--- src/rtl/isp_master.sv ---
module isp_master #(
  parameter int RATIO_W   = 8,
  parameter int GAP_W     = 16,
  parameter int RST_PULSE = 16
) (
  input  logic               clk,
  input  logic               rst_n,
  input  logic [RATIO_W-1:0] clk_ratio,
  input  logic               fast_tgt,
  input  logic               entry_req,
  input  logic [GAP_W-1:0]   entry_gap,
  input  logic               req,
  input  logic [31:0]        instr,
  output logic               busy,
  output logic               ready,
  output logic               done,
  output logic [31:0]        rx_word,
  output logic [7:0]         rx_last,
  output logic               tgt_sck,
  output logic               tgt_mosi,
  output logic               tgt_rst_n,
  input  logic               tgt_miso
);
  localparam int PH_W  = RATIO_W + 3;
  localparam int PR_W  = $clog2(RST_PULSE + 1) + 1;
  localparam int MX_W  = (PH_W > GAP_W) ? PH_W : GAP_W;
  localparam int CNT_W = ((MX_W > PR_W) ? MX_W : PR_W) + 1;

  typedef enum logic [2:0] {S_OFF, S_PULSE, S_GAP, S_RDY, S_LO, S_HI} st_t;

  st_t              st;
  logic [CNT_W-1:0] cnt;
  logic [PH_W-1:0]  plen;
  logic [31:0]      sh, rx;
  logic [4:0]       bitn;
  logic             sck, mosi, rstq, dn;

  wire [RATIO_W-1:0] eff       = (clk_ratio == '0) ? RATIO_W'(1) : clk_ratio;
  wire [PH_W-1:0]    phase_new = PH_W'(eff) * PH_W'(fast_tgt ? 3'd4 : 3'd3);
  wire               ph_last   = (cnt == CNT_W'(plen - PH_W'(1)));
  wire               gap_end   = ((cnt + CNT_W'(1)) >= CNT_W'(entry_gap));

  always_ff @(posedge clk) begin
    if (!rst_n) begin
      st <= S_OFF; cnt <= '0; plen <= PH_W'(3); sh <= '0; rx <= '0;
      bitn <= '0; sck <= 1'b0; mosi <= 1'b0; rstq <= 1'b0; dn <= 1'b0;
    end else begin
      dn  <= 1'b0;
      cnt <= cnt + CNT_W'(1);
      case (st)
        S_OFF, S_RDY: begin
          cnt <= '0;
          if (entry_req) begin
            st   <= S_PULSE;
            rstq <= 1'b1;
          end else if (st == S_RDY && req) begin
            st   <= S_LO;
            plen <= phase_new;
            sh   <= instr;
            mosi <= instr[31];
            bitn <= '0;
          end
        end
        S_PULSE: if (cnt == CNT_W'(RST_PULSE - 1)) begin
          st <= S_GAP; rstq <= 1'b0; cnt <= '0;
        end
        S_GAP: if (gap_end) st <= S_RDY;
        S_LO: if (ph_last) begin
          sck <= 1'b1; rx <= {rx[30:0], tgt_miso}; st <= S_HI; cnt <= '0;
        end
        S_HI: if (ph_last) begin
          sck <= 1'b0; cnt <= '0;
          if (bitn == 5'd31) begin
            dn <= 1'b1; st <= S_RDY;
          end else begin
            bitn <= bitn + 5'd1;
            sh   <= {sh[30:0], 1'b0};
            mosi <= sh[30];
            st   <= S_LO;
          end
        end
        default: st <= S_OFF;
      endcase
    end
  end

  assign busy      = (st == S_LO) || (st == S_HI);
  assign ready     = (st == S_RDY);
  assign done      = dn;
  assign rx_word   = rx;
  assign rx_last   = rx[7:0];
  assign tgt_sck   = sck;
  assign tgt_mosi  = mosi;
  assign tgt_rst_n = rstq;
endmodule

--- config.mk ---
export PLATFORM = sky130hd
export DESIGN_NAME = isp_master
export DESIGN_NICKNAME = d
export VERILOG_FILES = /design/src/rtl/isp_master.sv
export SDC_FILE = /design/constraint.sdc
export NUM_CORES = 1
export LEC_CHECK = 0
export CAP_MARGIN = 10
export CORE_UTILIZATION = 50
export DETAILED_ROUTE_END_ITERATION = 6
export GPL_TIMING_DRIVEN = 0
export PLACE_DENSITY = 0.83
export SLEW_MARGIN = 25
export SYNTH_ARGS = -nofsm -noshare
export SYNTH_HDL_FRONTEND = slang
export SYNTH_SLANG_ARGS = --single-unit
--- constraint.sdc ---
create_clock -name clk -period 8.1 [get_ports clk]
set_input_delay 1.62 -clock clk [delete_from_list [all_inputs] [get_ports clk]]
set_output_delay 1.62 -clock clk [all_outputs]
set_load 0.05 [all_outputs]
# After elaboration in Yosys (flattened, before gate mapping)
# Cells that the tools add are included.
[classes] mul=1 n_div=0 eq_ne=17 n_reduce_logical=16 magnitude_cmp=1 n_shift=0 bitwise_logic=1 n_addsub=3 muxes=35
[op_table] op="$mux W31" n=4
[op_table] op="$pmux W31 S2" n=1
[op_table] op="$pmux W17 S3" n=1
[op_table] op="$mux W17" n=2
[op_table] op="$mux W3" n=8
[op_table] op="$mux W5" n=4
[op_table] op="$add A17 B1 Y17 const B" n=1
[op_table] op="$eq A17 B17 Y1" n=1
[op_table] op="$eq A17 B4 Y1 const B" n=1
[op_table] op="$ge A17 B16 Y1" n=1
[op_table] op="$ne A2 B2 Y1 const B" n=8
[op_table] op="$pmux W3 S5" n=1
[op_table] op="$reduce_and A3 Y1" n=4
[op_table] op="$sub A11 B1 Y12 const B" n=1
[op_table] op="$mul A8 B3 Y11" n=1
[op_table] op="$pmux W5 S2" n=1
[op_table] op="$reduce_and A5 Y1" n=2
[op_table] op="$mux W1" n=9
[op_table] op="$logic_not A8 Y1" n=1
[op_table] op="$mux W8" n=1
[op_table] op="$eq A3 B2 Y1 const B" n=2
[op_table] op="$eq A3 B3 Y1 const B" n=2
[op_table] op="$pmux W1 S2" n=3
[op_table] op="$reduce_bool A2 Y1" n=3
[op_table] op="10 further kinds" n=11
[word_totals] regBits=103 ram_bits=0 latchBits=0 mem_bits_ro=0 n_memories=0 inputBits=62

# Depth between registers and ports, before layout
[depth] depth_word=5 ltp_mapped=14 mapped_depth_nobuf=14

# Worst setup path before layout
# Ideal clock, no wire load.
[synth_path] path_kind="input to register" start="in clk_ratio[4]" end="reg plen[8]" arrival_time_ps=3760 setup_slack_ps=4225 t_required_ps=7985 cell_stages=14 path_cell_list="nor4_1 -> a21oi_1 -> nor2_1 -> ha_1 -> ha_1 -> inv_1 -> fa_1 -> nor2b_1 -> o21ai_0 -> a21oi_1 -> o21ai_0 -> a21boi_0 -> o31ai_1 -> and2_1"
[synth_between] elab_chain_len=3
[synth_rtl] item="from (decl)" line_no="8" source="input logic [RATIO_W-1:0] clk_ratio,"
[synth_rtl] item="$logic_not A8 Y1" line_no="38" source="wire [RATIO_W-1:0] eff = (clk_ratio == '0) ? RATIO_W'(1) : clk_ratio;"
[synth_rtl] item="$mux W8 *" line_no="38"
[synth_rtl] item="$mul A8 B3 Y11 *" line_no="39" source="wire [PH_W-1:0] phase_new = PH_W'(eff) * PH_W'(fast_tgt ? 3'd4 : 3'd3);"
[synth_rtl] item="to (signal assigned)" line_no="58" source="plen <= phase_new;"
[synth_rtl] item="to (decl)" line_no="33" source="logic [PH_W-1:0] plen;"
# Every way passes the cells marked *; elsewhere a longest branch is shown, timed or not.
# A chain may end at the register's enable or synchronous reset.

# Worst setup path in the final report
[layout_path] start="in fast_tgt" end="reg plen[8]"
[layout_between] elab_chain_len=2
[layout_rtl] item="from (decl)" line_no="9" source="input logic fast_tgt,"
[layout_rtl] item="$mux W3" line_no="39"
[layout_rtl] item="$mul A8 B3 Y11" line_no="39"
# No other way between the ends.

==> flow_summary.ini <==
[status]
status = completed

[sta]
slew_headroom = 0.445
final_hold_viol_count = 0
drv_slew = 0
timing.final.ws_setup_ns = 3.57
fin_crit_ns = 4.53
rsz0062_at_grt = no
setup_viol = 0
fmax_mhz = 221
skew_ns = 0.00784
fin_tns_setup_ns = 0
worst_slew_pin_slew_ns = 0.821
layout_worst_path_cycle_share = 0.559

[final_layout]
synthToLayoutAreaGrowth_pct = 25.2
drive_above_1_share = 0.0457
fillCellCount = 1070
layout.cells.non_filler = 1044
postLayoutCellArea_sq_um = 7680
finish.net_count = 990
diodes = 0

[hold_path]
min_path_type = reg -> reg
min_to = sh[25]
min_path_cells = 2
hp-start = sh[25]

[synth]
seq_area_frac_synth = 0.336
syn-cell-area_sq_um = 6130
avgSynthCellArea_sq_um = 7.91
synth_top_area_cell = dfxtp_1
yosysTopAreaCellShare = 0.336
synth_area_leaders = dfxtp_1 34%, ha_1 6.9%, a21oi_1 6.9%
ys_warn_count = 0
synth.distinct_cells = 58
ys_seq_elements = 103
yosys-top-cells-count = 103 x dfxtp_1, 84 x a21oi_1, 63 x inv_1
yosysMostFrequentCell = dfxtp_1
synthCells = 775
synth_top_flop_cell = dfxtp_1
synth_nets = 873
synth_edf_count = 0
async_flop_share = 0

[die]
die_w_um = 113
fp.dieArea_sq_um = 12700
core-area_sq_um = 12000
rows = 40
die_h_um = 113
ioPinCount = 108
initial_core_util = 0.513

[placement]
place_hpwl_um = 10900
placed_area_sq_um = 7380
port_buffers = 106
placed_cells = 1028
dp_worst_setup_slack_ns = 3.21
routabilityCongestion = 0.846

[setup_path]
reg2reg_to = cnt[12]
cp_slowest_stage_delay_ns = 0.66
path_max_fanout = 10
path_delay_family = buffers and inverters
slowest_stage = clkdlybuf4s50_1
worstPathRequired_ns = 8.35
crit_path_end_kind = register
r2r_slack_ns = 4.47
critPathKind = in -> reg
rr_startpoint = plen[0]
crit_arrival_ns = 4.78
cp_num_buf_inv = 4
cp-start-kind = input pin
reg2reg_depth = 12
cp_cell_sequence = clkdlybuf4s50_1 > clkbuf_1 > inv_1 > o21bai_1 > ha_1 > ha_1 > inv_1 > fa_1 > nor2b_1 > o21ai_0 > a21oi_1 > o21ai_0 > a21boi_0 > o31ai_1 > and2_1

[drt]
first_iter_violations = 370
ant_nets = 0
finalWirelength_um = 15000
drtPass1Iterations = 5
drc_errors = 0
wl_per_cell_um = 14.3
viasPerCell = 5.72
num_vias = 5974

[cts]
cts_buffers = 9
clk_pin_slew_worst_paths_ns = 0.07
clkSinkCount = 103
cts_resized = 0
cts_setup_buffers = 0
cts_root_buffer = clkbuf_16
clock_latency_ns = 0.35
ctsLongestPathBuffers = 2
cts_tree = built
cts_hold_buf = 0
htree_levels = 3

[global_route]
grtUsageTotal = 0.239
grt_max_degree = 18
antenna_found_initial = 0
grt_pass1_wl_um = 25100
grt_pass1_vias = 5418
globalRouteOverflowTotal = 0

[power_and_ir_drop]
power.leakage_nw = 2.97
max-vdd-ir-drop_mv = 0.114
p_per_area_nw_per_um2 = 183

[flow_run]
cap_violations = 0
-- worst max path at each step --
stage	startpoint	endpoint	slack, ns	cells past startpoint
finish	fast_tgt	plen[8]	3.57	15
global route	fast_tgt	plen[8]	3.16	15
CTS	fast_tgt	plen[8]	3.57	15
detailed placement	fast_tgt	plen[8]	3.21	15
global placement	fast_tgt	plen[8]	3.30	15
floorplan	clk_ratio[4]	plen[8]	4.23	14
-- kinds of logic (layout without fill, tap and decap cells) --
kind of cell / Yosys count / after routing / share of synthesized area
xor+xnor: 28 / 28 / 0.0400
fa+ha+maj: 36 / 36 / 0.0759
buf+inv: 136 / 258 / 0.0939
compound gates: 243 / 243 / 0.257
flops: 103 / 103 / 0.336
mux: 4 / 4 / 0.00653
simple gates: 225 / 225 / 0.190
-- state kept, by name, summed over array words and instances (netlist names), 3 cells and up --
register  count
rx_word      32
sh           31
cnt          17
plen         11
bitn          5
st            3
-- cell usage in the layout, fill, tap and decap left out, types with 6 or more instances in the layout --
| master | count |
|---|---|
| clkdlybuf4s50_1 | 106 |
| dfxtp_1 | 103 |
| a21oi_1 | 84 |
| inv_1 | 63 |
| nand2_1 | 59 |
| clkbuf_1 | 53 |
| o21ai_0 | 44 |
| nand4_1 | 42 |
| o31ai_1 | 36 |
| a211oi_1 | 34 |
| ha_1 | 34 |
| nor2_1 | 31 |
| nor2b_1 | 23 |
| xnor2_1 | 18 |
| nand3_1 | 16 |
| and3_1 | 13 |
| nor3_1 | 11 |
| a21o_1 | 11 |
| xor2_1 | 10 |
| buf_4 | 10 |
| clkbuf_16 | 9 |
| or3_1 | 8 |
| and2_1 | 6 |
-- routing by layer --
metal,global-route usage,vias up,share of wire
li1,-,3005,-
met1,0.317,2747,0.47
met2,0.391,199,0.46
met3,0.0530,23,0.059
met4,0.0667,0,0.018
met5,0,-,0
-- worst min-delay path, delay by kind of cell, from the launching register on --
kind	cells	cell delay, ns
flops	1	0.30
compound gates	1	0.06
buf+inv	1	0.05
-- per-stage QoR --
step | total power [mW] | hold slack (ns) | util
5_1_grt | 1.48 | 0.479 | 0.642
3_3_place_gp | 0.968 | 0.444 | 0.617
2_1_floorplan | 0.848 | 0.432 | -
3_5_place_dp | 0.973 | 0.446 | 0.617
4_1_cts | 1.41 | 0.458 | 0.642
6_report | 1.41 | 0.458 | 0.642
-- report_power, final --
part | internal (mW) | switching (mW)
logic | 0.137 | 0.289
registers | 0.527 | 0.0177
clock network | 0.242 | 0.195
-- area by class of cell --
cell class              count  area, sq um  share of cell area
multi-input cells         536         3490               0.455
flip-flops and latches    103         2060               0.269
repair buffers            106         1060               0.138
plain buffers              71          332              0.0432
inverters                  65          244              0.0318
clock buffers              10          229              0.0298
well taps                 147          184              0.0240
clock inverters             6         70.1             0.00913
No activity file was read; power rests on OpenSTA's default activity.
